===== src/rtl/cmp_cond_pkg.sv =====
package cmp_cond_pkg;
  localparam int DEF_CODE_W       = 8;
  localparam int DEF_CODE1_LSB    = 16;
  localparam int DEF_NUM_BLANK    = 6;
  localparam int DEF_SYNC_STAGES  = 2;
  localparam int DEF_READY_CYCLES = 16;

  typedef enum logic {
    EDGE_DIRECT  = 1'b0,
    EDGE_SWAPPED = 1'b1
  } edge_map_e;

  typedef struct packed {
    logic out_evt;
    logic inv_evt;
  } evt_pair_t;

  function automatic evt_pair_t map_edges(edge_map_e m, logic up, logic dn);
    evt_pair_t r;
    r.out_evt = (m == EDGE_DIRECT) ? up : dn;
    r.inv_evt = (m == EDGE_DIRECT) ? dn : up;
    return r;
  endfunction
endpackage


===== src/rtl/cmp_sync.sv =====
module cmp_sync #(
  parameter int STAGES = 2
) (
  input  logic clk,
  input  logic rst,
  input  logic d_i,
  output logic q_o
);
  logic [STAGES-1:0] chain_q;

  generate
    for (genvar i = 0; i < STAGES; i++) begin : g_stage
      always_ff @(posedge clk) begin
        if (rst) chain_q[i] <= 1'b0;
        else if (i == 0) chain_q[i] <= d_i;
        else chain_q[i] <= chain_q[(i == 0) ? 0 : i-1];
      end
    end
  endgenerate

  assign q_o = chain_q[STAGES-1];
endmodule


===== src/rtl/cmp_blank_sel.sv =====
module cmp_blank_sel #(
  parameter int NUM_BLANK = 6,
  localparam int SEL_W    = $clog2(NUM_BLANK + 1)
) (
  input  logic [NUM_BLANK-1:0] blank_i,
  input  logic [SEL_W-1:0]     sel_i,
  output logic                 active_o
);
  logic [NUM_BLANK-1:0] hit;

  generate
    for (genvar i = 0; i < NUM_BLANK; i++) begin : g_hit
      assign hit[i] = (sel_i == SEL_W'(i + 1)) & blank_i[i];
    end
  endgenerate

  assign active_o = |hit;
endmodule


===== src/rtl/cmp_ready_timer.sv =====
module cmp_ready_timer #(
  parameter int CYCLES  = 16,
  localparam int CNT_W  = $clog2(CYCLES + 1)
) (
  input  logic clk,
  input  logic rst,
  input  logic enable_i,
  output logic valid_o,
  output logic ready_pulse_o
);
  logic [CNT_W-1:0] cnt_q;

  always_ff @(posedge clk) begin
    if (rst || !enable_i) begin
      cnt_q         <= '0;
      valid_o       <= 1'b0;
      ready_pulse_o <= 1'b0;
    end else if (!valid_o) begin
      cnt_q         <= cnt_q + 1'b1;
      valid_o       <= (cnt_q == CNT_W'(CYCLES - 1));
      ready_pulse_o <= (cnt_q == CNT_W'(CYCLES - 1));
    end else begin
      ready_pulse_o <= 1'b0;
    end
  end
endmodule


===== src/rtl/cmp_cond_top.sv =====
module cmp_cond_top
  import cmp_cond_pkg::*;
#(
  parameter int CODE_W       = DEF_CODE_W,
  parameter int CODE1_LSB    = DEF_CODE1_LSB,
  parameter int NUM_BLANK    = DEF_NUM_BLANK,
  parameter int SYNC_STAGES  = DEF_SYNC_STAGES,
  parameter int READY_CYCLES = DEF_READY_CYCLES,
  localparam int BSEL_W      = $clog2(NUM_BLANK + 1),
  localparam int WORD_W      = CODE1_LSB + CODE_W
) (
  input  logic                 clk,
  input  logic                 rst,
  input  logic                 cmp_raw_i,
  input  logic [NUM_BLANK-1:0] blank_i,
  input  logic                 enable_i,
  input  logic                 exch_i,
  input  logic                 pol_inv_i,
  input  logic                 edge_swap_i,
  input  logic [BSEL_W-1:0]    blank_sel_i,
  input  logic                 code_ctl_i,
  input  logic                 code_sw_i,
  input  logic [WORD_W-1:0]    code_word_i,
  output logic                 cond_out_o,
  output logic                 out_evt_o,
  output logic                 inv_evt_o,
  output logic                 ready_evt_o,
  output logic [CODE_W-1:0]    ref_code_o
);
  logic      raw_sync;
  logic      blank_act;
  logic      valid;
  logic      cond_next;
  logic      pick_hi;
  evt_pair_t evt_next;

  cmp_sync #(.STAGES(SYNC_STAGES)) sync_i (
    .clk(clk), .rst(rst), .d_i(cmp_raw_i), .q_o(raw_sync)
  );

  cmp_blank_sel #(.NUM_BLANK(NUM_BLANK)) blank_i0 (
    .blank_i(blank_i), .sel_i(blank_sel_i), .active_o(blank_act)
  );

  cmp_ready_timer #(.CYCLES(READY_CYCLES)) ready_i (
    .clk(clk), .rst(rst), .enable_i(enable_i),
    .valid_o(valid), .ready_pulse_o(ready_evt_o)
  );

  // Exchange and polarity each contribute one inversion.
  assign cond_next = raw_sync ^ exch_i ^ pol_inv_i;
  assign evt_next  = map_edges(edge_map_e'(edge_swap_i),
                               cond_next & ~cond_out_o,
                               ~cond_next & cond_out_o);

  always_ff @(posedge clk) begin
    if (rst || !enable_i || !valid) begin
      cond_out_o <= 1'b0;
      out_evt_o  <= 1'b0;
      inv_evt_o  <= 1'b0;
    end else if (blank_act) begin
      out_evt_o  <= 1'b0;
      inv_evt_o  <= 1'b0;
    end else begin
      cond_out_o <= cond_next;
      out_evt_o  <= evt_next.out_evt;
      inv_evt_o  <= evt_next.inv_evt;
    end
  end

  assign pick_hi = code_ctl_i ? code_sw_i : cond_out_o;

  always_ff @(posedge clk) begin
    if (rst) ref_code_o <= '0;
    else if (pick_hi) ref_code_o <= code_word_i[CODE1_LSB +: CODE_W];
    else ref_code_o <= code_word_i[0 +: CODE_W];
  end
endmodule


===== config.mk =====
export PLATFORM = sky130hd
export DESIGN_NAME = cmp_cond_top
export DESIGN_NICKNAME = d
export VERILOG_FILES = /design/src/rtl/cmp_cond_pkg.sv /design/src/rtl/cmp_sync.sv /design/src/rtl/cmp_blank_sel.sv /design/src/rtl/cmp_ready_timer.sv /design/src/rtl/cmp_cond_top.sv
export SDC_FILE = /design/constraint.sdc
export NUM_CORES = 1
export LEC_CHECK = 0
export BUFFER_PORTS_ARGS = -buffer_cell sky130_fd_sc_hd__buf_4
export CORE_MARGIN = 5
export CORE_UTILIZATION = 37
export DETAILED_ROUTE_END_ITERATION = 16
export PLACE_DENSITY = 0.74
export SETUP_SLACK_MARGIN = 0.05
export SLEW_MARGIN = 25
export SYNTH_ARGS = -nofsm -noshare
export SYNTH_HDL_FRONTEND = slang
export SYNTH_HIERARCHICAL = 1
export SYNTH_SLANG_ARGS = --single-unit

===== constraint.sdc =====
create_clock -name clk -period 1.7 [get_ports clk]
set_input_delay 0.17 -clock clk [delete_from_list [all_inputs] [get_ports clk]]
set_output_delay 0.17 -clock clk [all_outputs]
set_load 0.1 [all_outputs]

==> flow_metrics.py, run 1 <==
metrics = {
    "timing": {
        "finalHoldViolations": 0,
        "setup_violations": 0,
        "min_period_ns": 1.51,
        "fmax_mhz": 664,
        "relSlewSlack": 0.815,
        "tns_ns": 0,
        "drv_slew": 0,
        "worst_slack_ns": 0.194,
        "hold_ws_ns": 0.0867,
        "tightest_slew_ns": 0.277,
        "rsz0062_at_grt": "false",
        "period_share": 0.886,
        "clock_skew_ns": 0.00350,
    },
    "clocking": {
        "worst_skew_pair.late_latency_ns": 0.29,
        "post_cts_resized": 0,
        "tritoncts": "yes",
        "clock_path_buffers": 2,
        "h-tree-depth": 1,
        "cts_root_buffer": "clkbuf_4",
        "cts_hold_buf": 0,
        "postCtsSetupBuffers": 0,
        "clk_transition_reported_paths_ns": 0.11,
        "clock-sinks": 20,
        "cts_made_buffers": 3,
    },
    "power_and_ir_drop": {
        "p_sw_uw": 287,
        "p_int_uw": 827,
        "power.share.combinational": 0.219,
        "p_clk_frac": 0.339,
        "leakagePower_nw": 0.659,
        "power_density_nw_per_um2": 861,
        "total_power_mw": 1.11,
        "pwr-share-seq": 0.442,
        "ir_drop_mv": 0.645,
        "swShare": 0.258,
    },
    "place": {
        "dp_cells": 152,
        "gp_congestion": 0.692,
        "portBuffers": 45,
        "postPlaceCellArea_um2": 1240,
        "pre_cts_ws_ns": -0.126,
        "dpl.hpwl_um": 1490,
    },
    "global_routing": {
        "grt_max_degree": 14,
        "grt_pass1_wl_um": 2950,
        "antenna_found_initial": 0,
        "gr-usage-all-layers": 0.114,
        "grt-ovfl-total": 0,
        "grt_pass1_vias": 703,
    },
    "setup_path": {
        "slowest_stage": "or4bb_1",
        "r2r-end": "ready_i/cnt_q[4]",
        "path_class": "in2reg",
        "slowest_delay_ns": 0.56,
        "crit_path_max_fanout": 4,
        "end_kind": "flip-flop",
        "ff2ff_setup_slack_ns": 0.35,
        "crit_family": "multiplexers",
        "crit_chain": "buf_4 -> mux2_1 -> mux4_2 -> or4bb_1 -> a21oi_1",
        "critPathLaunch": "blank_sel_i[2]",
        "critPathLaunchType": "primary input",
        "timing.rr.start": "ready_i/cnt_q[0]",
        "critPathBufInv": 1,
        "crit_arrival_ns": 1.74,
        "required_ns": 1.94,
        "rr_worst_depth": 6,
        "cp.depth": 5,
        "endpoint": "out_evt_o",
    },
    "final_layout": {
        "fin_util": 0.585,
        "layout-drive-gt1-share": 0.469,
        "areaGrowthSynthToFinish_pct": 50.4,
        "diodes": 0,
        "stdcell_area_um2": 1290,
        "layout.cells.non_filler": 156,
        "finish.net_count": 173,
        "nFillCells": 197,
        "final_common_cell": "buf_4",
        "layout_common_cells": "buf_4, dfxtp_1, nor2_1",
    },
    "route": {
        "wl_per_cell_um": 11.8,
        "via_per_inst": 4.54,
        "vias": 708,
        "postRouteAntennaNets": 0,
        "drtIter0Drc": 1,
        "dr.pass1.iters": 4,
        "wl_um": 1840,
        "drc": 0,
    },
    "floorplan": {
        "die-height_um": 58.2,
        "io_pins": 54,
        "rows": 17,
        "die_width_um": 58.2,
        "die_area_um2": 3390,
        "design.core.area_um2": 2210,
        "start_util": 0.389,
    },
    "min_path": {
        "hp-class": "in2reg",
    },
    "synth": {
        "syn_nets": 122,
        "postSynthCellCount": 78,
        "synth_top_cells_by_area": "dfxtp_1, mux2i_1, nor2_1, ha_1, nand4b_4",
        "synth-seq-cells": 20,
        "yosys_warnings": 6,
        "synth_top_cell_area_share": 0.465,
        "netlist_area_um2": 861,
        "ys_seq_area_frac": 0.465,
        "yosysTopAreaCell": "dfxtp_1",
        "synth_cell_type_count": 31,
        "postSynthAreaPerCell_um2": 11.0,
    },
    "run_status": {
        "status": "finished clean",
    },
    "run": {
        "maxCapViolCount": 0,
    },
}
synthesized netlist by cell type:
cell type	count
dfxtp_1	20
nor2_1	16
mux2i_1	9
a21oi_1	2
ha_1	2
mux2_1	2
nor2b_1	2
xor2_1	2
a21oi_2	1
and2_2	1
and2b_4	1
and3_1	1
and4b_1	1
buf_1	1
buf_6	1
inv_1	1
mux2i_2	1
mux4_2	1
nand2_1	1
nand2b_1	1
nand3_1	1
nand3b_1	1
nand4b_4	1
nor2b_2	1
nor3b_1	1
o21ai_0	1
or3_1	1
or3b_1	1
or4bb_1	1
xnor2_1	1
xnor3_1	1
kinds of logic after synthesis:
logic type               after synthesis  synth area share
AO/OA/AOI/OAI                          4            0.0276
AND/OR/NAND/NOR                       32             0.227
multiplexers                          13             0.173
XOR/XNOR                               4            0.0567
buffers and inverters                  3            0.0218
adder cells (fa/ha/maj)                2            0.0291
flip-flops                            20             0.465
worst reg2reg max path, stage by stage (launching register included):
cell,delay (ns)
dfxtp_1,0.38
ha_1,0.23
and3_1,0.19
ha_1,0.26
nor2_1,0.04
a21oi_1,0.11
nor2_1,0.05
layer usage:
metal  up-vias  GRT usage  part of all wire
met1       316      0.111              0.38
met3         2     0.0557             0.089
met4         0     0.0166            0.0060
met2        23      0.219              0.53
met5         -          0                 0
li1        367          -                 -
layout make-up:
cell class | instances | area [um^2] | share of cell area
Clock buffer | 3 | 22.5 | 0.0174
Clock inverter | 1 | 30.0 | 0.0232
Inverter | 1 | 3.75 | 0.00290
Multi-Input combinational cell | 55 | 442 | 0.341
Sequential cell | 20 | 402 | 0.310
Tap cell | 28 | 35.0 | 0.0271
Timing Repair Buffer | 48 | 360 | 0.278
state kept, by name, summed over array words and instances, names as in the netlist:
signal	count
cond_out_o	1
inv_evt_o	1
out_evt_o	1
ready_i/cnt_q	5
ready_i/ready_pulse_o	1
ready_i/valid_o	1
ref_code_o	8
sync_i/chain_q	1
sync_i/q_o	1
power groups by stage:
stage	sequential (mW)	clock, mW	combinational [mW]
2_1_floorplan	0.596	0	0.0569
3_3_place_gp	0.503	0	0.242
3_5_place_dp	0.504	0	0.246
4_1_cts	0.493	0.386	0.247
5_1_grt	0.495	0.416	0.259
6_report	0.493	0.377	0.244
worst min path at each step:
stage                         start                end  slack [ns]  cells after the start
global placement          cmp_raw_i  sync_i/chain_q[0]        0.38                      2
finish                    cmp_raw_i  sync_i/chain_q[0]        0.09                      2
CTS                       cmp_raw_i  sync_i/chain_q[0]        0.09                      2
floorplan                       rst  sync_i/chain_q[0]        0.24                      1
global route        code_word_i[20]      ref_code_o[4]        0.08                      3
detailed placement        cmp_raw_i  sync_i/chain_q[0]        0.39                      2
Power figures use the tool's default switching activity.
==> run 2, diff against run 1 <==
--- a/config.mk
+++ b/config.mk
@@ -9,6 +9,7 @@
 export CORE_MARGIN = 5
 export CORE_UTILIZATION = 37
 export DETAILED_ROUTE_END_ITERATION = 16
+export GPL_TIMING_DRIVEN = 0
 export PLACE_DENSITY = 0.74
 export SETUP_SLACK_MARGIN = 0.05
 export SLEW_MARGIN = 25
==> run 2 against run 1 <==
Effect of this change: sequential share of layout area rose by 0.58 points; combinational power fell by 2%; critical path depth unchanged; critical path type unchanged; largest cell class unchanged.
==> flow_metrics.py, run 2 (synthesized netlist as in run 1, its figures left out) <==
metrics = {
    "floorplan": {
        "rows": 17,
        "die-height_um": 58.2,
        "io_pins": 54,
        "start_util": 0.389,
        "die_width_um": 58.2,
        "design.core.area_um2": 2210,
        "die_area_um2": 3390,
    },
    "final_layout": {
        "layout-drive-gt1-share": 0.457,
        "layout_common_cells": "buf_4, dfxtp_1, nor2_1",
        "finish.net_count": 172,
        "diodes": 0,
        "final_common_cell": "buf_4",
        "regMostFlops": "ref_code_o",
        "nFillCells": 206,
        "largest_reg_flops": 8,
        "areaGrowthSynthToFinish_pct": 47.7,
        "largestRegisters": "ref_code_o x8, ready_i/cnt_q x5",
    },
    "setup_path": {
        "crit_arrival_ns": 1.77,
        "required_ns": 1.93,
        "critPathLaunchType": "primary input",
        "crit_path_max_fanout": 4,
        "end_kind": "flip-flop",
        "path_class": "in2reg",
    },
    "clocking": {
        "post_cts_resized": 0,
        "cts_made_buffers": 3,
        "clk_transition_reported_paths_ns": 0.11,
        "cts_root_buffer": "clkbuf_4",
        "tritoncts": "yes",
        "postCtsSetupBuffers": 0,
        "cts_hold_buf": 0,
        "clock_path_buffers": 2,
        "h-tree-depth": 1,
        "worst_skew_pair.late_latency_ns": 0.29,
        "clock-sinks": 20,
    },
    "run": {
        "maxCapViolCount": 0,
    },
    "timing": {
        "fmax_mhz": 647,
        "tightest_slew_ns": 0.715,
        "period_share": 0.909,
        "min_period_ns": 1.54,
        "setup_violations": 0,
        "rsz0062_at_grt": "false",
        "drv_slew": 0,
        "clock_skew_ns": 0.00429,
        "tns_ns": 0,
        "hold_ws_ns": 0.0542,
        "finalHoldViolations": 0,
        "relSlewSlack": 0.514,
    },
    "place": {
        "portBuffers": 45,
        "dpl.hpwl_um": 1540,
        "gp_congestion": 0.720,
    },
    "route": {
        "dr.pass1.iters": 4,
        "postRouteAntennaNets": 0,
        "vias": 696,
        "drc": 0,
        "wl_per_cell_um": 11.9,
        "drtIter0Drc": 3,
        "wl_um": 1840,
        "via_per_inst": 4.49,
    },
    "global_routing": {
        "grt_pass1_wl_um": 3160,
        "gr-usage-all-layers": 0.120,
        "grt-ovfl-total": 0,
        "grt_pass1_vias": 756,
        "grt_max_degree": 12,
        "antenna_found_initial": 0,
    },
    "min_path": {
        "hp-class": "in2reg",
    },
    "power_and_ir_drop": {
        "ir_drop_mv": 0.472,
        "leakagePower_nw": 0.645,
        "power_density_nw_per_um2": 781,
    },
    "run_status": {
        "status": "finished clean",
    },
}
-- run 2: path summary, 6_finish.rpt --
check	start	to	slack [ns]	cells after the start
min reg2reg	sync_i/chain_q[0]	sync_i/q_o	0.48	1
max reg2reg	cond_out_o	ref_code_o[2]	0.30	3
max	blank_sel_i[2]	out_evt_o	0.16	5
min	rst	sync_i/chain_q[0]	0.05	2
-- run 2: cell type report --
type                            instances  area (um^2)  area share
Buffer                                  2         15.0      0.0118
Clock buffer                            4         36.3      0.0285
Inverter                                1         3.75     0.00295
Multi-Input combinational cell         55          442       0.347
Sequential cell                        20          402       0.316
Tap cell                               28         35.0      0.0276
Timing Repair Buffer                   45          338       0.266
-- run 2: worst max-delay path, cell delays in order --
cell and delay [ns]:
buf_4 0.12, mux2_1 0.29, mux4_2 0.48, or4bb_1 0.57, a21oi_1 0.14
-- run 2: per-layer routing --
metal / part of all wire / GRT usage / vias up
met5: 0 / 0 / -
met4: 0.0027 / 0.0298 / 0
met3: 0.080 / 0.0356 / 2
met2: 0.54 / 0.229 / 19
met1: 0.38 / 0.126 / 310
li1: - / - / 365
-- run 2: power breakdown --
group | internal [mW] | total [mW] | switching, mW
Combinational | 0.0993 | 0.240 | 0.141
Clock | 0.130 | 0.261 | 0.131
Sequential | 0.486 | 0.493 | 0.00699
Total | 0.715 | 0.993 | 0.278
-- run 2: per-stage QoR --
step | worst slack, ns | power (mW) | cell area, um^2 | utilization | instances
after floorplan | 0.0599 | 0.653 | 862 | - | 78
after global placement | -0.131 | 0.740 | 1230 | 0.558 | 151
after detailed placement | -0.142 | 0.746 | 1230 | 0.558 | 151
after CTS | 0.166 | 1.01 | 1270 | 0.575 | 155
after global routing | 0.0863 | 1.05 | 1270 | 0.575 | 155
final | 0.155 | 0.993 | 1270 | 0.575 | 155
